`src/rtl/fat_pkg.sv`:
```
package fat_pkg;

  // Stage roles in the slot array.
  localparam int STAGE_FETCH  = 0;
  localparam int STAGE_DECODE = 1;

  // The abort is taken only by an instruction that really executes.
  function automatic logic abort_fire(input logic slot_valid,
                                      input logic slot_fault,
                                      input logic cond_ok,
                                      input logic adv);
    return slot_valid & slot_fault & cond_ok & adv;
  endfunction

  // Younger slots are emptied by any kill. The execute slot is emptied
  // only when it would otherwise have accepted the killed decode slot.
  function automatic logic slot_clear(input int   idx,
                                      input int   last_idx,
                                      input logic kill,
                                      input logic adv);
    if (idx < last_idx) return kill;
    return kill & adv;
  endfunction

  // A fault flag without a fetched instruction is meaningless.
  function automatic logic fault_qualify(input logic fv, input logic ff);
    return fv & ff;
  endfunction

endpackage

```
`src/rtl/fat_stage.sv`:
```
module fat_stage #(
  parameter int W = 34
) (
  input  logic         clk,
  input  logic         rst_n,
  input  logic         load,
  input  logic         clear,
  input  logic [W-1:0] d,
  output logic [W-1:0] q
);

  always_ff @(posedge clk) begin
    if (!rst_n)      q <= '0;
    else if (clear)  q <= '0;
    else if (load)   q <= d;
  end

endmodule

```
`src/rtl/fat_resolve.sv`:
```
module fat_resolve
  import fat_pkg::*;
#(
  parameter int ADDR_W = 32
) (
  input  logic              clk,
  input  logic              rst_n,
  input  logic              e_valid,
  input  logic              e_fault,
  input  logic [ADDR_W-1:0] e_addr,
  input  logic              advance,
  input  logic              cond_pass,
  output logic              fire,
  output logic              abort_take,
  output logic [ADDR_W-1:0] abort_addr
);

  assign fire = abort_fire(e_valid, e_fault, cond_pass, advance);

  always_ff @(posedge clk) begin
    if (!rst_n) begin
      abort_take <= 1'b0;
      abort_addr <= '0;
    end else begin
      abort_take <= fire;
      if (fire) abort_addr <= e_addr;
    end
  end

endmodule

```
`src/rtl/fetch_abort_tracker.sv`:
```
module fetch_abort_tracker
  import fat_pkg::*;
#(
  parameter int ADDR_W     = 32,
  parameter int NUM_STAGES = 3
) (
  input  logic              clk,
  input  logic              rst_n,
  input  logic              fetch_valid,
  input  logic [ADDR_W-1:0] fetch_addr,
  input  logic              fetch_fault,
  input  logic              advance,
  input  logic              flush,
  input  logic              cond_pass,
  output logic              abort_take,
  output logic [ADDR_W-1:0] abort_addr
);

  // Slot layout: {valid, fault, addr}
  localparam int TAG_W   = ADDR_W + 2;
  localparam int VLD_BIT = ADDR_W + 1;
  localparam int FLT_BIT = ADDR_W;
  localparam int LAST    = NUM_STAGES - 1;

  logic [TAG_W-1:0] slot_d [NUM_STAGES];
  logic [TAG_W-1:0] slot_q [NUM_STAGES];

  // Named internal events for the checker
  logic              fire;
  logic              kill;
  logic [TAG_W-1:0]  f_tag;
  logic [TAG_W-1:0]  d_tag;
  logic [TAG_W-1:0]  e_tag;
  logic              e_valid;
  logic              e_fault;
  logic [ADDR_W-1:0] e_addr;

  assign kill = flush | fire;

  assign slot_d[0] = {fetch_valid, fault_qualify(fetch_valid, fetch_fault), fetch_addr};

  for (genvar i = 0; i < NUM_STAGES; i++) begin : g_slot
    if (i > 0) begin : g_chain
      assign slot_d[i] = slot_q[i-1];
    end
    fat_stage #(.W(TAG_W)) u_stage (
      .clk   (clk),
      .rst_n (rst_n),
      .load  (advance),
      .clear (slot_clear(i, LAST, kill, advance)),
      .d     (slot_d[i]),
      .q     (slot_q[i])
    );
  end

  assign f_tag   = slot_q[STAGE_FETCH];
  assign d_tag   = slot_q[STAGE_DECODE];
  assign e_tag   = slot_q[LAST];
  assign e_valid = e_tag[VLD_BIT];
  assign e_fault = e_tag[FLT_BIT];
  assign e_addr  = e_tag[ADDR_W-1:0];

  fat_resolve #(.ADDR_W(ADDR_W)) u_resolve (
    .clk        (clk),
    .rst_n      (rst_n),
    .e_valid    (e_valid),
    .e_fault    (e_fault),
    .e_addr     (e_addr),
    .advance    (advance),
    .cond_pass  (cond_pass),
    .fire       (fire),
    .abort_take (abort_take),
    .abort_addr (abort_addr)
  );

endmodule

```
`config.mk`:
```
export PLATFORM = sky130hd
export DESIGN_NAME = fetch_abort_tracker
export DESIGN_NICKNAME = d
export VERILOG_FILES = /design/src/rtl/fat_pkg.sv /design/src/rtl/fat_stage.sv /design/src/rtl/fat_resolve.sv /design/src/rtl/fetch_abort_tracker.sv
export SDC_FILE = /design/constraint.sdc
export NUM_CORES = 1
export LEC_CHECK = 0
export ABC_AREA = 0
export BUFFER_PORTS_ARGS = -buffer_cell sky130_fd_sc_hd__clkbuf_2
export CAP_MARGIN = 20
export CORE_ASPECT_RATIO = 1.2
export CORE_UTILIZATION = 51
export CTS_CLUSTER_SIZE = 40
export DETAILED_ROUTE_END_ITERATION = 10
export PLACE_DENSITY = 0.74
export SLEW_MARGIN = 30
export SYNTH_ARGS = -nofsm -noshare
export SYNTH_HDL_FRONTEND = slang
export SYNTH_HIERARCHICAL = 1
export SYNTH_SLANG_ARGS = --single-unit
```
`constraint.sdc`:
```
create_clock -name clk -period 1.39 [get_ports clk]
set_input_delay 0.0695 -clock clk [delete_from_list [all_inputs] [get_ports clk]]
set_output_delay 0.0695 -clock clk [all_outputs]
set_load 0.005 [all_outputs]
```
==> qor.yml <==
grt-ovfl-total: 0
io_buffer_count: 71
setup_clock_skew_after_layout_ps: 5.05
first_global_vias: 3310
ctsResizeCount: 0
synthesized_netlist_net_count: 517
report.final.slew_viol_count: 0
die-width_microns: 93.5
post_cts_buffers: 0
core_ar_sq_mm: 0.00966
netlist-cell-type-count: 14
timing.max_cap.violations: 0
io-pin-count: 72
critPathMaxFanout: 34
layout-area-overhead-vs-synth_pct: 24.3
pwr-share-seq_pct: 42.5
post_route_cells_drive_above_1_share_pct: 20.0
power.static_leakage_nw: 2.72
synth.largest_area_cell: "sky130_fd_sc_hd__dfxtp_1"
cts.root.buffer_cell: "sky130_fd_sc_hd__clkbuf_16"
detail_routed_net_length_per_standard_cell_microns: 13.4
irDropWorstVdd_uv: 841
grt_setup_unrepaired: "true"
gr-usage-all-layers_pct: 19.6
final.min_clock_period_ps: 1290
std_cell_rows: 39
timing.slew.headroom_pct: 73.5
initial_utilization_pct: 53.0
finalWirelength_microns: 9580
clkTransAtPathRegs_ps: 60
place.gp.congestion: 0.722
power.total_mw: 9.26
cellInternalPower_mw: 7.42
synth_top_cells_by_area: "sky130_fd_sc_hd__dfxtp_1 53%, sky130_fd_sc_hd__mux2i_1 26%, sky130_fd_sc_hd__nor2_1 7.5%, sky130_fd_sc_hd__buf_12 4.7%, sky130_fd_sc_hd__nand2_1 4.7%"
grt_antenna_before_repair: 0
timing.critical_path.arrival_ps: 1630
synth_edf_count: 0
p_sw_mw: 1.84
syn-instance-count: 478
clock_tree.buffer_depth: 2
grt.met3_usage_pct: 5.81
synth.ff_latch_count: 135
startpoint_type: "flop"
cts-buffers-inserted: 17
detailedRoute.firstPassIterationCount: 4
critical-path-max-stage-delay_ps: 330
use_met1_pct: 22.5
critPathCaptureType: "flop"
floorplan.die_area_sq_mm: 0.0105
antenna_cells: 0
ys_top_cells_by_count: "135 x sky130_fd_sc_hd__dfxtp_1, 134 x sky130_fd_sc_hd__mux2i_1, 102 x sky130_fd_sc_hd__nor2_1"
ys.flop_type: "sky130_fd_sc_hd__dfxtp_1"
wire_length_of_the_first_global_routing_pass_microns: 15800
maxClockFrequency_mhz: 775
synth_most_common_cell: "sky130_fd_sc_hd__dfxtp_1"
timing.critical_path.cells: "and4_4 > or2_1 > nand2b_4 > nor2_1"
holdWs_ps: 79.0
antenna_violating_nets_post_route: 0
critical_path_class: "reg -> reg"
met2_usage_pct: 34.1
tritoncts_clock_tree: "done"
pin_count_of_the_biggest_net_entering_global_routing: 36
h_tree_lvls: 4
worstHoldPathType: "in -> reg"
tritoncts_num_sinks: 135
outcome: "complete, no violations"
detailroute.via_count: 3438
synthesis.area_sq_mm: 0.00512
fillers: 774
timing.critical_path.slowest_stage_cell: "sky130_fd_sc_hd__nand2b_4"
dp_hpwl_microns: 6300
synthDominantCellAreaShare_pct: 52.7
synth-async-reset-ratio_pct: 0
synth_area_per_cell_sq_um: 10.7
drt_iter0_drc: 161
tightest_slew_ps: 397
chipHeight_microns: 112
ys_warn_count: 6
busiest_layer: "met2"
nets: 617
power_density_cells_mw_per_mm2: 1450
synth_seq_area_share_pct: 52.7
worst_skew_pair.late_latency_ps: 410
clockPowerShare_pct: 52.5
fin_crit_sh_pct: 92.9
detail_route.drc_violations: 0
combinationalPowerShare_pct: 5.0
final_hold_viol_count: 0
worstPathRequired_ps: 1730
vias_per_cell: 4.82
switching_share_pct: 19.9
setup-violations-final: 0
==> cell usage in the layout (no fill, tap or decap) <==
master	count
sky130_fd_sc_hd__clkinv_2	5
sky130_fd_sc_hd__clkbuf_16	17
sky130_fd_sc_hd__nor2_1	102
sky130_fd_sc_hd__buf_4	9
sky130_fd_sc_hd__or2_1	1
sky130_fd_sc_hd__dlygate4sd3_1	34
sky130_fd_sc_hd__clkbuf_8	2
sky130_fd_sc_hd__inv_6	1
sky130_fd_sc_hd__buf_12	3
sky130_fd_sc_hd__o21a_1	1
sky130_fd_sc_hd__dfxtp_1	135
sky130_fd_sc_hd__and4_4	1
sky130_fd_sc_hd__and2_1	2
sky130_fd_sc_hd__clkinvlp_4	1
sky130_fd_sc_hd__bufinv_16	5
sky130_fd_sc_hd__nand2b_4	3
sky130_fd_sc_hd__mux2i_1	134
sky130_fd_sc_hd__nand2_1	64
sky130_fd_sc_hd__clkinv_4	1
sky130_fd_sc_hd__clkbuf_2	70
==> final timing paths <==
kind                            depth (start not counted)  slack, ps                                     to                             startpoint
worst max-delay path                                    4        100    g_slot[0].u_stage/q[8]$_SDFFE_PP0P_   g_slot[2].u_stage/q[33]$_SDFFE_PP0P_
worst min-delay path                                    3         80  u_resolve/abort_addr[31]$_SDFFE_PN0P_                                  rst_n
worst max register to register                          4        100    g_slot[0].u_stage/q[8]$_SDFFE_PP0P_   g_slot[2].u_stage/q[33]$_SDFFE_PP0P_
worst min register to register                          2        460  u_resolve/abort_addr[18]$_SDFFE_PN0P_  u_resolve/abort_addr[18]$_SDFFE_PN0P_
==> cell families after synthesis <==
logic type / Yosys count / share of synthesized area (%)
flops: 135 / 52.7
compound gates: 1 / 0.147
mux: 134 / 26.2
buf+inv: 35 / 7.40
simple gates: 173 / 13.5
==> cell type report <==
cell class                      count  area, sq um  share of cell area, %
Clock inverter                     13          200                   3.14
Tap cell                          123          154                   2.42
Multi-Input combinational cell    308         2040                   32.1
Sequential cell                   135         2700                   42.4
Timing Repair Buffer              116          818                   12.8
Clock buffer                       19          453                   7.11
==> power groups by stage <==
stage               Sequential [mW]  Combinational [mW]  Clock, mW
floorplan                      4.01               0.363          0
global placement               4.02               0.381          0
detailed placement             4.02               0.389          0
CTS                            3.94               0.464       4.92
global route                   3.94               0.501       5.13
finish                         3.94               0.461       4.86
==> registers in the layout, indices dropped and copies added, names as in the netlist <==
name	flops
u_resolve/abort_take	1
u_resolve/abort_addr	32
g_slot.u_stage/q	102
==> routing by layer <==
layer	share of wire [%]	wire length [microns]
met2	50	4750
met4	1.4	135
met5	0	0
met1	46	4410
met3	3.0	288
==> repair_timing <==
item | in CTS | in global routing
hold buffers | 34 | 0
setup endpoints to repair | 0 | 6
hold endpoints to repair | 34 | 0
==> critical path, delay by kind of cell (launching register included) <==
family | cells | cell delay [ps]
simple gates | 4 | 910
flops | 1 | 310
==> through the flow <==
stage | util (%) | cell area (sq um) | worst slack [ps] | instances | TNS (ps)
after global routing | 65.9 | 6370 | -11.9 | 714 | -42.0
after global placement | 55.7 | 5380 | 156 | 648 | 0
final | 65.9 | 6370 | 99.1 | 714 | 0
after detailed placement | 55.7 | 5380 | 88.6 | 648 | 0
after CTS | 65.9 | 6370 | 79.9 | 714 | 0
after floorplan | - | 5210 | -77.1 | 478 | -5460
Note: power is estimated with default switching activity, not from simulation.
